$ cat src/rtl/irq_dispatch_seq.sv
module irq_dispatch_seq #(
  parameter int ADDR_W = 24,
  parameter int LIM_W  = 16,
  parameter logic [LIM_W-1:0] RST_LIMIT = 16'h03FF
) (
  input  logic              clk,
  input  logic              rst_n,
  input  logic              exc_req,
  input  logic [7:0]        exc_vec,
  input  logic              step_req,
  input  logic              nmi_req,
  input  logic              intr_req,
  input  logic [7:0]        intr_vec,
  input  logic              iret_req,
  input  logic              tbl_we,
  input  logic [ADDR_W-1:0] tbl_base_in,
  input  logic [LIM_W-1:0]  tbl_limit_in,
  input  logic [15:0]       cs_in,
  input  logic [15:0]       ip_in,
  input  logic [15:0]       flags_in,
  input  logic [15:0]       ss_in,
  input  logic [15:0]       sp_in,
  output logic              mem_req,
  output logic              mem_we,
  output logic [ADDR_W-1:0] mem_addr,
  output logic [15:0]       mem_wdata,
  input  logic [15:0]       mem_rdata,
  input  logic              mem_ack,
  output logic              exc_ack,
  output logic              step_ack,
  output logic              nmi_ack,
  output logic              intr_ack,
  output logic              iret_ack,
  output logic              busy,
  output logic              done,
  output logic              nmi_blocked,
  output logic [7:0]        vec_o,
  output logic [15:0]       cs_o,
  output logic [15:0]       ip_o,
  output logic [15:0]       flags_o,
  output logic [15:0]       sp_o
);
  localparam int IF_BIT = 9;
  localparam int TF_BIT = 8;
  localparam logic [7:0] VEC_STEP  = 8'd1;
  localparam logic [7:0] VEC_NMI   = 8'd2;
  localparam logic [7:0] VEC_LIMIT = 8'd8;

  typedef enum logic [3:0] {
    S_IDLE, S_PF, S_PC, S_PI, S_FI, S_FC, S_RI, S_RC, S_RF, S_DONE
  } state_t;

  state_t            state;
  logic [ADDR_W-1:0] tbl_base;
  logic [LIM_W-1:0]  tbl_lim;
  logic [15:0]       cs_r, ip_r, fl_r, ss_r, sp_r;
  logic [7:0]        vec_r;

  wire idle    = (state == S_IDLE);
  wire nmi_ok  = nmi_req && !nmi_blocked;
  wire intr_ok = intr_req && flags_in[IF_BIT];

  assign exc_ack  = idle && exc_req;
  assign step_ack = idle && !exc_req && step_req;
  assign nmi_ack  = idle && !exc_req && !step_req && nmi_ok;
  assign intr_ack = idle && !exc_req && !step_req && !nmi_ok && intr_ok;
  assign iret_ack = idle && !exc_req && !step_req && !nmi_ok && !intr_ok && iret_req;
  wire take_ev = exc_ack || step_ack || nmi_ack || intr_ack;

  wire [7:0] ev_vec = exc_req  ? exc_vec  :
                      step_req ? VEC_STEP :
                      nmi_ok   ? VEC_NMI  : intr_vec;
  wire [LIM_W:0] ent_end = (LIM_W+1)'({ev_vec, 2'b11});
  wire           fits    = ent_end <= {1'b0, tbl_lim};
  wire [7:0]     sel_vec = fits ? ev_vec : VEC_LIMIT;

  wire push_st = (state == S_PF) || (state == S_PC) || (state == S_PI);
  wire pop_st  = (state == S_RI) || (state == S_RC) || (state == S_RF);
  wire tbl_st  = (state == S_FI) || (state == S_FC);

  wire [15:0]       stk_off  = push_st ? sp_r - 16'd2 : sp_r;
  wire [ADDR_W-1:0] stk_addr = ADDR_W'({ss_r, 4'b0000}) + ADDR_W'(stk_off);
  wire [ADDR_W-1:0] tbl_addr = tbl_base + ADDR_W'({vec_r, 2'b00}) +
                               ((state == S_FC) ? ADDR_W'(2) : ADDR_W'(0));

  assign mem_req  = push_st || pop_st || tbl_st;
  assign mem_we   = push_st;
  assign mem_addr = tbl_st ? tbl_addr : stk_addr;
  assign busy     = !idle;
  assign done     = (state == S_DONE);

  always_comb begin
    case (state)
      S_PF:    mem_wdata = {1'b0, fl_r[14:0]};
      S_PC:    mem_wdata = cs_r;
      S_PI:    mem_wdata = ip_r;
      default: mem_wdata = '0;
    endcase
  end

  wire [15:0] entry_flags = fl_r & ~(16'h8000 | (16'h1 << IF_BIT) | (16'h1 << TF_BIT));

  always_ff @(posedge clk) begin
    if (!rst_n) begin
      state       <= S_IDLE;
      tbl_base    <= '0;
      tbl_lim     <= RST_LIMIT;
      nmi_blocked <= 1'b0;
      cs_r <= '0; ip_r <= '0; fl_r <= '0; ss_r <= '0; sp_r <= '0;
      vec_r <= '0;
      vec_o <= '0; cs_o <= '0; ip_o <= '0; flags_o <= '0; sp_o <= '0;
    end else begin
      if (tbl_we) begin
        tbl_base <= tbl_base_in;
        tbl_lim  <= tbl_limit_in;
      end
      case (state)
        S_IDLE: begin
          if (take_ev || iret_ack) begin
            cs_r <= cs_in; ip_r <= ip_in; fl_r <= flags_in;
            ss_r <= ss_in; sp_r <= sp_in;
          end
          if (take_ev) begin
            vec_r <= sel_vec;
            state <= S_PF;
            if (nmi_ack) nmi_blocked <= 1'b1;
          end else if (iret_ack) begin
            state <= S_RI;
          end
        end
        S_PF: if (mem_ack) begin sp_r <= sp_r - 16'd2; state <= S_PC; end
        S_PC: if (mem_ack) begin sp_r <= sp_r - 16'd2; state <= S_PI; end
        S_PI: if (mem_ack) begin sp_r <= sp_r - 16'd2; state <= S_FI; end
        S_FI: if (mem_ack) begin ip_o <= mem_rdata; state <= S_FC; end
        S_FC: if (mem_ack) begin
          cs_o    <= mem_rdata;
          flags_o <= entry_flags;
          sp_o    <= sp_r;
          vec_o   <= vec_r;
          state   <= S_DONE;
        end
        S_RI: if (mem_ack) begin ip_o <= mem_rdata; sp_r <= sp_r + 16'd2; state <= S_RC; end
        S_RC: if (mem_ack) begin cs_o <= mem_rdata; sp_r <= sp_r + 16'd2; state <= S_RF; end
        S_RF: if (mem_ack) begin
          flags_o     <= {1'b0, mem_rdata[14:0]};
          sp_o        <= sp_r + 16'd2;
          nmi_blocked <= 1'b0;
          state       <= S_DONE;
        end
        default: state <= S_IDLE;
      endcase
    end
  end
endmodule

$ cat config.mk
export PLATFORM = sky130hd
export DESIGN_NAME = irq_dispatch_seq
export DESIGN_NICKNAME = d
export VERILOG_FILES = /design/src/rtl/irq_dispatch_seq.sv
export SDC_FILE = /design/constraint.sdc
export NUM_CORES = 1
export LEC_CHECK = 0
export BUFFER_PORTS_ARGS = -buffer_cell sky130_fd_sc_hd__clkbuf_2
export CELL_PAD_IN_SITES_DETAIL_PLACEMENT = 1
export CELL_PAD_IN_SITES_GLOBAL_PLACEMENT = 2
export CORE_UTILIZATION = 30
export DETAILED_ROUTE_END_ITERATION = 16
export PLACE_DENSITY_LB_ADDON = 0.1
export SETUP_SLACK_MARGIN = 0.5
export SLEW_MARGIN = 40
export SYNTH_ARGS = -nofsm -noshare
export SYNTH_HDL_FRONTEND = slang
export SYNTH_SLANG_ARGS = --single-unit
$ cat constraint.sdc
create_clock -name clk -period 5.8 [get_ports clk]
set_clock_uncertainty 0.1 [all_clocks]
set_input_delay 1.45 -clock clk [delete_from_list [all_inputs] [get_ports clk]]
set_output_delay 1.45 -clock clk [all_outputs]
set_load 0.05 [all_outputs]
== Yosys cells after proc, flatten, opt, wreduce, memory -nomap -nowiden ==
Index checks and enable logic that the tools add are counted.
Word-level totals
  bits in registers: 204
  input port bits: 161
  output and inout port bits: 122
  logic and storage cells: 122
Operators by class
  add/subtract/negate cells: 5
  order comparisons: 1
  equal/unequal tests: 24
  multiplexer cells: 31
  reduce and logical (&&, ||, !) cells: 46
Operators by type and width (count)
  2-to-1 mux 16 bit: 7
  one-hot mux 16 bit (3 select lines): 2
  one-hot mux 16 bit (2 select lines): 2
  2-to-1 mux 4 bit: 9
  2-to-1 mux 8 bit: 4
  one-hot mux 4 bit (8 select lines): 1
  adder 24 x 10 -> 24 bit: 1
  adder 24 x 2 -> 24 bit: 1
  2-to-1 mux 24 bit: 1
  adder 20 x 16 -> 21 bit: 1
  != test 2 bit (second input constant): 9
  adder 16 x 2 -> 16 bit (second input constant): 1
  equality test 4 x 3 -> 1 bit (second input constant): 4
  <= comparator 10 x 16 -> 1 bit: 1
  subtractor 16 x 2 -> 16 bit (second input constant): 1
  logical AND 1 bit: 11
  logical OR 1 bit: 11
  != test 2 x 1 -> 1 bit (second input constant): 5
  AND reduction 2 bit: 5
  equality test 4 x 2 -> 1 bit (second input constant): 2
  equality test 4 bit (second input constant): 2
  AND reduction 4 bit: 2
  AND reduction 8 bit: 1
  OR reduction 2 bit: 4
  other kinds (11): 19

== Logic depth before layout (Yosys ltp) ==
Gate-level depths: netlist of the first run.
  depth after elaboration: 9
  mapped depth: 16
  gate-level depth less buffers: 15

== Least setup slack after synthesis of the first run ==
Ideal clock, no wire load.
  kind: reg-to-output
  start: reg state[2]
  end: out mem_addr[12]
  data arrival time: 4.087 ns
  required time: 4.250 ns
  setup slack: 0.163 ns
  stages on the path, launching flop included: 17
  buffers on the path: 3
  path through: dfxtp_1 > or2_1 > buf_2 > or2_1 > buf_6 > buf_2 > nor4_2 > xor2_1 > ha_1 > inv_1 > fa_1 > nand2b_1 > a21o_1 > a21boi_0 > o21ai_0 > and4_1 > nor3_1
Between the ends
  word-level cells in the longest chain between the ends: 6
  elaborated cells between the ends (all ways): 13
  those cells by class: add/sub: 2; eq/ne: 5; mux: 3; reduce/logical: 3
RTL lines
  start, declared: RTL line 53  | state_t state;
  start signal, assigned: RTL line 105  | state <= S_IDLE;
  start signal, assigned: RTL line 125  | state <= S_PF;
  start signal, assigned: RTL line 128  | state <= S_RI;
  equality test 4 x 1 -> 1 bit or equality test 4 x 2 -> 1 bit (tied branches): RTL line 77  | wire push_st = (state == S_PF) || (state == S_PC) || (state == S_PI);
  logical OR 1 bit (2 in series): RTL line 77
  2-to-1 mux 16 bit: RTL line 81  | wire [15:0] stk_off = push_st ? sp_r - 16'd2 : sp_r;
  adder 20 x 16 -> 21 bit: RTL line 82  | wire [ADDR_W-1:0] stk_addr = ADDR_W'({ss_r, 4'b0000}) + ADDR_W'(stk_off);
  2-to-1 mux 24 bit *: RTL line 88  | assign mem_addr = tbl_st ? tbl_addr : stk_addr;
  end, declared: RTL line 25  | output logic [ADDR_W-1:0] mem_addr,
Every way passes the cells marked *; elsewhere a longest branch is shown, timed or not.

== Worst setup path in the final report of the first run ==
  start: reg sp_r[3]
  end: out mem_addr[19]
Between the ends
  word-level cells in the longest chain between the ends: 4
RTL lines
  start, declared: RTL line 56  | logic [15:0] cs_r, ip_r, fl_r, ss_r, sp_r;
  start signal, assigned: RTL line 121  | ss_r <= ss_in; sp_r <= sp_in;
  subtractor 16 x 2 -> 16 bit: RTL line 81
  2-to-1 mux 16 bit *: RTL line 81
  adder 20 x 16 -> 21 bit *: RTL line 82
  2-to-1 mux 24 bit *: RTL line 88
Marked as above.

==> results of run 1 <==
## per-stage QoR
| stage | utilization [%] | hold WS [ps] | std cells | instance area, um2 | worst slack, ps |
|---|---|---|---|---|---|
| 2_1_floorplan | - | 333 | 1369 | 10800 | 523 |
| 4_1_cts | 39.4 | 354 | 2112 | 14000 | 281 |
| 3_3_place_gp | 35.6 | 338 | 2039 | 12600 | 499 |
| 6_report | 40.1 | 353 | 2126 | 14200 | 374 |
| 3_5_place_dp | 35.6 | 346 | 2039 | 12600 | 430 |
| 5_1_grt | 40.1 | 370 | 2125 | 14200 | 138 |
## tightest hold or removal path, stage by stage, from the launching register on
cell and delay [ps]:
dfxtp_1 300, nand2_1 50, a21oi_1 50
## cell usage in the layout (no fill, tap or decap), drive strengths merged, types with 20 or more instances in the layout
| master | n |
|---|---|
| a211oi | 22 |
| a21oi | 143 |
| a22oi | 22 |
| buf | 71 |
| clkbuf | 311 |
| dfxtp | 203 |
| ha | 32 |
| inv | 32 |
| mux2i | 48 |
| nand2 | 301 |
| nor2 | 145 |
| nor3 | 21 |
| o211ai | 20 |
| o21ai | 42 |
| xnor2 | 34 |
| xor2 | 25 |
## repair_timing
item | 4_1_cts | 5_1_grt
pin swaps | 22 | 23
gates resized for setup | 72 | 45
endpoints found under the setup margin | 14 | 13
buffers inserted | 31 | 12
## sequential cells by signal (all words and copies together), names as in the netlist, 16 cells and up
register	flops
sp_r	16
tbl_lim	16
sp_o	16
cs_r	16
ss_r	16
ip_o	16
ip_r	16
cs_o	16
tbl_base	24
## kinds of logic after synthesis
| kind of cell | Yosys count | synth area share [%] |
|---|---|---|
| AND/OR/NAND/NOR | 553 | 22.4 |
| AO/OA/AOI/OAI | 331 | 19.9 |
| flip-flops | 203 | 37.7 |
| buffers and inverters | 124 | 4.91 |
| multiplexers | 64 | 6.23 |
| XOR/XNOR | 59 | 4.79 |
| adder cells (fa/ha/maj) | 34 | 4.08 |
| other | 1 | 0.0348 |
## metal layers
metal	up-vias	part of all wire, %
met3	42	5.8
li1	5315	-
met2	193	50
met4	4	1.5
met1	5066	43
met5	-	0.070
## worst max path at each step
stage / startpoint / cells after the start / to / slack (ps)
floorplan: state[2] / 16 / mem_addr[12] / 520
global placement: sp_r[1] / 16 / mem_addr[18] / 500
detailed placement: sp_r[1] / 16 / mem_addr[18] / 430
CTS: state[3] / 14 / mem_addr[18] / 280
global route: sp_r[3] / 13 / mem_addr[19] / 140
finish: sp_r[3] / 13 / mem_addr[19] / 370
## power groups by stage
stage	logic, W	registers, W	clock network, W
after global placement	0.00268	0.00181	0
after floorplan	0.00199	0.00172	0
after global routing	0.00338	0.00181	0.00166
final	0.00312	0.00179	0.00156
after CTS	0.00303	0.00178	0.00161
after detailed placement	0.00271	0.00182	0
## area by class of cell
type / instances / share of cell area (%)
timing repair buffer: 344 / 14.4
sequential: 203 / 28.7
clock buffer: 40 / 5.65
inverter: 32 / 0.966
clock inverter: 2 / 0.0703
antenna: 2 / 0.0351
multi-input combinational: 1042 / 46.2
tap: 461 / 4.05
==> run summary, run 1 <==
CTS clk-pin slew, worst paths -> 60 ps
Die width -> 192 um
Cell variety after synth -> 79
Longest Clk Path Bufs -> 3
Most frequent cell after synthesis -> nand2_1
FF+latch count, synth -> 203
Syn. warnings -> 0
Syn_area_per_cell -> 7.88 um2
Clock share of power -> 24.1%
Global Route Usage Sum -> 20.5%
Syn Inst Count -> 1369
Met1 track demand over resource -> 24.8%
Largest area contributor in the netlist -> dfxtp_1
CTS Buf Count -> 26
Final period utilization -> 93.6%
Die Y -> 192 um
Critical Path AT -> 3880 ps
DIE AREA -> 36700 um2
Starting density of the core -> 30.4%
Routed wire length -> 38600 um
RSZ-0062 raised after global routing -> yes
RePlAce Congestion -> 0.792
DP HPWL -> 28000 um
Buf+Inv Stages, Crit Path -> 2
Hold Path Origin -> ip_r[7]
Crit. End Element -> output pin
Worst-path cell chain -> or4_4, nor4_4, buf_4, nand2_1, xnor2_2, ha_4, a2111oi_4, o211ai_1, a21oi_2, nor4b_2, xnor2_1, mux2i_1, bufbuf_16
Sequential power share -> 27.6%
Worst skew pair latency -> 530 ps
Worst Max-Slew Pin Slew -> 773 ps
Initial drt markers -> 358
Share of cells above drive strength 1 -> 29.8%
F_max -> 0.184 GHz
Combinational share of power -> 48.3%
Post-synth EDFFs -> 0
Post-Route Setup TNS -> 0 ps
Core Region -> 35500 um2
# setup viols final -> 0
Antenna Nets Post-Route -> 0
Fin. Hold Viols -> 0
Psw -> 0.00280 W
Reg2Reg Depth -> 10
Max-cap violations -> 0
CTS Root Cell -> clkbuf_16
Post-synthesis cell area -> 10800 um2
Vias per cell -> 5.00
# hold bufs at CTS -> 0
Top FF cell, synth -> dfxtp_1
FFs w/ async S/R, synth -> 0%
Hold Path End -> ip_r[7]
Multi-input logic area -> 6580 um2
LEAKAGE -> 6.06 nW
Top cell type's share of synthesized area -> 37.7%
Vias in the first global route -> 10.8k
Area Growth Syn to Fin -> 32.1%
Largest net degree at the start of global routing -> 102
R2R Path End -> vec_r[0]
Total grt overflow -> 0
Via count -> 10.6k
Sequential element share of the synthesized area -> 37.7%
Register area -> 4080 um2
Number of port buffers -> 280
Slew headroom -> 48.3%
Syn nets -> 1564
Nets -> 1844
Clock sink count -> 203
R2R Path Start -> nmi_blocked
Synth cell count leaders -> nand2_1 (301), dfxtp_1 (203), nor2_1 (145)
Crit path time final -> 5430 ps
Row count -> 69
CP Launch Type -> flip-flop
IO Pins -> 283
H-tree depth -> 1
Most Crowded Layer GR -> met2
Synth area leaders -> dfxtp_1 (38%), nand2_1 (10%), a21oi_1 (6.5%), nor2_1 (5.0%), mux2i_1 (4.5%)
Routed length per instance -> 18.1 um
Met2 usage -> 36.6%
CTS tree -> yes
Final Power -> 0.00647 W
Critical path's slowest cell -> or4_4
Status -> complete, no violations
Peak VDD IR -> 350 uV
Sw Share -> 43.3%
Worst endpoint required time -> 4250 ps
CP max FO -> 4
WS Path Type -> reg -> out
Pwr Density -> 454 nW/um2
Met3 Usage GRT -> 4.90%
Worst hold path stage count -> 2
Filler instances -> 4316
Worst path top cell family by delay -> simple AND/OR/NAND/NOR gates
Wire length of the first global-routing pass -> 59600 um
CP max stage delay -> 570 ps
Final Max Tran Viols -> 0
Antenna violations before repair -> 6
Pint -> 0.00367 W
Reg2Reg Setup Slack -> 3120 ps
DRT Pass-1 Iters -> 4
Drt drc -> 0
Hold Crit Class -> reg -> reg
Power figures use the tool's default switching activity.
==> run 2: changes to the inputs <==
--- a/config.mk
+++ b/config.mk
@@ -5,11 +5,11 @@
 export SDC_FILE = /design/constraint.sdc
 export NUM_CORES = 1
 export LEC_CHECK = 0
-export BUFFER_PORTS_ARGS = -buffer_cell sky130_fd_sc_hd__clkbuf_2
 export CELL_PAD_IN_SITES_DETAIL_PLACEMENT = 1
 export CELL_PAD_IN_SITES_GLOBAL_PLACEMENT = 2
-export CORE_UTILIZATION = 30
+export CORE_UTILIZATION = 36
 export DETAILED_ROUTE_END_ITERATION = 16
+export DONT_BUFFER_PORTS = 1
 export PLACE_DENSITY_LB_ADDON = 0.1
 export SETUP_SLACK_MARGIN = 0.5
 export SLEW_MARGIN = 40
==> constraint.sdc (replaced) <==
create_clock -name clk -period 5.2 [get_ports clk]
set_clock_uncertainty 0.1 [all_clocks]
set_input_delay 1.3 -clock clk [delete_from_list [all_inputs] [get_ports clk]]
set_output_delay 1.3 -clock clk [all_outputs]
set_load 0.05 [all_outputs]
==> run 2 against run 1 <==
The run now ends with setup timing left; die area down 17%; non-clock buffer count down 231; clock-buffer cell count down 7; via count down 6.5%; sequential share of layout area up 1.4 points; largest power group unchanged; highest routed layer is now met4.
==> run summary, run 2 (same netlist as run 1, synthesis figures left out) <==
DRT Pass-1 Iters -> 5
Failing checks -> setup timing
Final Max Tran Viols -> 0
Sw Share -> 42.0%
RSZ-0062 raised after global routing -> yes
Slew headroom -> 44.0%
Vias in the first global route -> 10.1k
CTS tree -> yes
Hold Slack -> 354 ps
Wire length of the first global-routing pass -> 56300 um
Clock share of power -> 24.3%
Initial drt markers -> 390
Combinational share of power -> 49.3%
RePlAce Congestion -> 0.813
F_max -> 0.191 GHz
Drt drc -> 0
Critical Path AT -> 3840 ps
CP max FO -> 5
Most frequent cells in the layout -> nand2_1 (298), dfxtp_1 (199), nor2_1 (140), a21oi_1 (129), buf_4 (86)
Core Region -> 29600 um2
Setup ws final -> -36.7 ps
Longest Clk Path Bufs -> 3
Area Growth Syn to Fin -> 25.9%
Antenna Nets Post-Route -> 0
Fin. Hold Viols -> 0
CTS clk-pin slew, worst paths -> 60 ps
Max reg flops -> 24
Pint -> 0.00448 W
CTS Buf Count -> 25
Routed wire length -> 37000 um
DP HPWL -> 26400 um
CP Launch Type -> flip-flop
Filler instances -> 3488
Antenna violations before repair -> 1
Worst Max-Slew Pin Slew -> 837 ps
Largest net degree at the start of global routing -> 102
# setup viols final -> 2
Worst endpoint required time -> 3800 ps
Worst-path cell chain -> or4_4, nor4_4, nand3_2, buf_4, xnor2_4, ha_4, and2_4, nand3_1, a21oi_4, o21ai_4, or4_1, o211ai_1, clkbuf_16
Number of port buffers -> 0
Post-Route Setup TNS -> -51.5 ps
Die Y -> 175 um
Row count -> 63
Nets -> 1612
Largest register by flop count -> tbl_base
Clock sink count -> 203
Antenna diode count -> 0
Hold Crit Class -> reg -> reg
WS Path Type -> reg -> out
Global Route Usage Sum -> 23.3%
Worst skew pair latency -> 540 ps
Commonest non-fill, non-tap cell in the layout -> nand2_1
Peak VDD IR -> 268 uV
CP max stage delay -> 550 ps
Via count -> 9933
Routed length per instance -> 20.3 um
Die width -> 175 um
Total grt overflow -> 0
Starting density of the core -> 36.5%
Psw -> 0.00325 W
DIE AREA -> 30700 um2
Final Util -> 45.9%
Final period utilization -> 101%
LEAKAGE -> 5.24 nW
Max-cap violations -> 0
Vias per cell -> 5.44
Crit path time final -> 5240 ps
Status -> finished with violations
H-tree depth -> 1
CTS Root Cell -> clkbuf_16
Critical path's slowest cell -> or4_4
Sequential power share -> 26.4%
Crit. End Element -> output pin
Pwr Density -> 569 nW/um2
IO Pins -> 283
Share of cells above drive strength 1 -> 20.7%
==> run 2: cell types whose count changed in the layout (fill, tap and decap cells not counted), sizes merged, moves of 2 or more <==
cell	delta
clkbuf	-276
buf	+40
diode	-2
bufbuf	-2
clkinv	+6
bufinv	+4
==> run 2: cell type report <==
type / instances / area, um2 / area share, %
Multi-Input combinational cell: 1042 / 6890 / 50.8
Sequential cell: 203 / 4080 / 30.0
Clock inverter: 12 / 178 / 1.31
Timing Repair Buffer: 113 / 1100 / 8.09
Inverter: 32 / 138 / 1.01
Clock buffer: 33 / 706 / 5.20
Tap cell: 390 / 488 / 3.59
==> run 2: worst paths after layout <==
check,start,slack (ps),to,cells after the start
setup / recovery,sp_r[2],-40,mem_addr[18],13
setup reg to reg,nmi_blocked,2010,fl_r[12],7
hold / removal,ip_r[2],350,ip_r[2],2
hold reg to reg,ip_r[2],350,ip_r[2],2
==> run 2: critical path: cells and delay by family, from the launching register on <==
| kind | cells | cell delay (ps) |
|---|---|---|
| fa+ha+maj | 1 | 320 |
| buf+inv | 2 | 420 |
| xor+xnor | 1 | 130 |
| simple gates | 6 | 1600 |
| flops | 1 | 350 |
| compound gates | 3 | 460 |
==> run 2: what timing repair did <==
item,4_1_cts,5_1_grt
resized for setup,85,43
pin swaps,31,26
hold buffers,0,0
setup endpoints to repair,18,17
buffers inserted,29,15
==> run 2: per-stage QoR <==
stage / total power (W) / worst slack [ps] / cells / area (um2)
2_1_floorplan: 0.00422 / 149 / 1369 / 10900
3_3_place_gp: 0.00525 / 254 / 1735 / 11700
3_5_place_dp: 0.00530 / 209 / 1735 / 11700
4_1_cts: 0.00760 / -56.2 / 1809 / 13200
5_1_grt: 0.00814 / -208 / 1825 / 13600
6_report: 0.00773 / -36.7 / 1825 / 13600
==> run 2: layer usage <==
metal | global-route usage, % | wire length, um | up-vias
met3 | 6.61 | 2680 | 55
met4 | 6.01 | 931 | 0
met5 | 0 | 0 | -
li1 | - | - | 4844
met1 | 26.7 | 14800 | 4786
met2 | 42.0 | 18600 | 248
==> run 2: power groups by stage <==
stage / combinational [W] / sequential [W] / clock, W
2_1_floorplan: 0.00230 / 0.00192 / 0
3_3_place_gp: 0.00320 / 0.00205 / 0
3_5_place_dp: 0.00324 / 0.00206 / 0
4_1_cts: 0.00363 / 0.00203 / 0.00193
5_1_grt: 0.00409 / 0.00207 / 0.00198
6_report: 0.00381 / 0.00204 / 0.00188
==> run 3: changes to the inputs <==
--- a/config.mk
+++ b/config.mk
@@ -10,8 +10,7 @@
 export CORE_UTILIZATION = 36
 export DETAILED_ROUTE_END_ITERATION = 16
 export DONT_BUFFER_PORTS = 1
-export PLACE_DENSITY_LB_ADDON = 0.1
-export SETUP_SLACK_MARGIN = 0.5
+export PLACE_DENSITY_LB_ADDON = 0.15
 export SLEW_MARGIN = 40
 export SYNTH_ARGS = -nofsm -noshare
 export SYNTH_HDL_FRONTEND = slang
==> run 3 against run 2 <==
The run still ends with setup timing left; first-iteration DRC count up 5.4%; final cell count down 0.60%; sequential share of layout area up 1.3 points; design area down 4.2%; sequential power about the same; sequential cell count unchanged; wire length about the same; fmax down 1.4%; critical path type unchanged; largest cell class unchanged.
==> run summary, run 3 (same netlist as run 1, synthesis figures left out) <==
Status -> finished with violations
Failing checks -> setup timing
Antenna violations before repair -> 1
Routed length per instance -> 20.4 um
F_max -> 0.188 GHz
Reg2Reg Depth -> 11
Worst Max-Slew Pin Slew -> 837 ps
Number of port buffers -> 0
Worst path top cell family by delay -> simple AND/OR/NAND/NOR gates
Antenna Nets Post-Route -> 0
Worst endpoint required time -> 3800 ps
CTS Buf Count -> 26
Peak VDD IR -> 315 uV
Core Region -> 29600 um2
Vias in the first global route -> 10.3k
Max reg flops -> 24
DIE AREA -> 30700 um2
Worst-path cell chain -> or4_4, nor4_4, nand3_2, nor3_4, xor2_2, ha_4, nand2_4, o211ai_1, buf_4, a21oi_4, nor4b_2, xnor2_1, mux2i_1, buf_4
RePlAce Congestion -> 0.816
Largest net degree at the start of global routing -> 106
Wire length of the first global-routing pass -> 57700 um
Worst hold path stage count -> 2
Routed wire length -> 37000 um
CP max FO -> 5
Longest Clk Path Bufs -> 3
CP Launch Point -> sp_r[1]
R2R Path End -> vec_r[5]
Buf+Inv Stages, Crit Path -> 2
Critical path's slowest cell -> or4_4
R2R Path Start -> nmi_blocked
Share of cells above drive strength 1 -> 17.5%
CP most frequent cell -> buf_4
Filler instances -> 3593
Final period utilization -> 102%
Hold Crit Class -> reg -> reg
RSZ-0062 raised after global routing -> yes
Drt drc -> 0
Hold Slack -> 353 ps
H-tree depth -> 1
CTS tree -> yes
Nets -> 1600
Fin. Hold Viols -> 0
Critical Path AT -> 3910 ps
DP HPWL -> 26600 um
Post-Route Setup TNS -> -221 ps
IO Pins -> 283
Hold Path Origin -> ip_r[11]
CTS clk-pin slew, worst paths -> 60 ps
Die Y -> 175 um
Final Max Tran Viols -> 0
CP max stage delay -> 570 ps
Hold Path End -> ip_r[11]
Worst skew pair latency -> 550 ps
Max-cap violations -> 0
Largest register by flop count -> tbl_base
Global Route Usage Sum -> 23.7%
Starting density of the core -> 36.5%
Setup ws final -> -111 ps
Row count -> 63
Area Growth Syn to Fin -> 20.6%
Crit. End Element -> output pin
Total grt overflow -> 0
WS Path Type -> reg -> out
Fin area -> 13000 um2
Slew headroom -> 44.0%
Crit path time final -> 5310 ps
CP Launch Type -> flip-flop
Die width -> 175 um
Pwr Density -> 562 nW/um2
Initial drt markers -> 411
# setup viols final -> 2
Clock sink count -> 203
Most frequent cells in the layout -> nand2_1 (298), dfxtp_1 (200), nor2_1 (141), a21oi_1 (135), buf_4 (90)
Vias per cell -> 5.46
DRT Pass-1 Iters -> 4
Via count -> 9904
LEAKAGE -> 5.06 nW
CTS Root Cell -> clkbuf_16
Commonest non-fill, non-tap cell in the layout -> nand2_1
Reg2Reg Setup Slack -> 2110 ps
Area of placed instances -> 11600 um2
[run 3: cell count changes in the layout (fill, tap and decap cells not counted), sizes merged, moves of 2 or more]
cell and change:
clkinvlp +2, bufinv -2, buf -12, clkinv -4, clkbuf +2, inv +2
[run 3: tightest hold or removal path: cells and delay by family (launching register included)]
family / cells / cell delay (ps)
AOI/OAI and AO/OA: 1 / 50
DFF: 1 / 300
and+or+nand+nor: 1 / 50
[run 3: worst max path at each step]
stage | endpoint | slack (ps) | depth (start not counted)
6_report | mem_addr[17] | -110 | 14
3_3_place_gp | mem_addr[18] | 190 | 17
2_1_floorplan | mem_addr[16] | 10 | 16
4_1_cts | mem_addr[18] | -180 | 14
5_1_grt | mem_addr[19] | -300 | 14
3_5_place_dp | mem_addr[18] | 80 | 17
[run 3: what timing repair did]
item                                    in CTS  in global routing
setup buffers                               17                  9
hold buffers                                 0                  0
gates resized for setup                     50                 34
pin swaps                                   24                 19
endpoints found under the setup margin       9                 12
[run 3: layer usage]
| layer | GRT usage, % | vias up | routed length (um) |
|---|---|---|---|
| met2 | 42.5 | 221 | 18500 |
| met3 | 6.20 | 55 | 2280 |
| met4 | 6.56 | 0 | 958 |
| met5 | 0 | - | 0 |
| met1 | 27.6 | 4802 | 15200 |
| li1 | - | 4826 | - |
[run 3: cell type report]
type | count | area, um2 | area share [%]
repair buffers | 100 | 837 | 6.43
diodes | 1 | 2.50 | 0.0192
well taps | 390 | 488 | 3.75
clock inverters | 10 | 140 | 1.08
inverters | 32 | 135 | 1.04
clock buffers | 36 | 748 | 5.75
multi-input cells | 1042 | 6590 | 50.6
flip-flops and latches | 203 | 4070 | 31.3
[run 3: where the power goes]
| part | total (W) | internal [W] | switching (W) |
|---|---|---|---|
| Combinational | 0.00344 | 0.00130 | 0.00213 |
| Clock | 0.00184 | 0.00111 | 0.000731 |
| Sequential | 0.00203 | 0.00175 | 0.000276 |
[run 3: per-stage QoR]
step           instances  utilization [%]  total power (W)  worst slack, ps
3_5_place_dp        1742             39.1          0.00514             85.0
5_1_grt             1814             44.0          0.00774             -301
3_3_place_gp        1742             39.0          0.00508              186
4_1_cts             1804             43.2          0.00724             -179
6_report            1814             44.0          0.00731             -111
2_1_floorplan       1369                -          0.00414             12.2
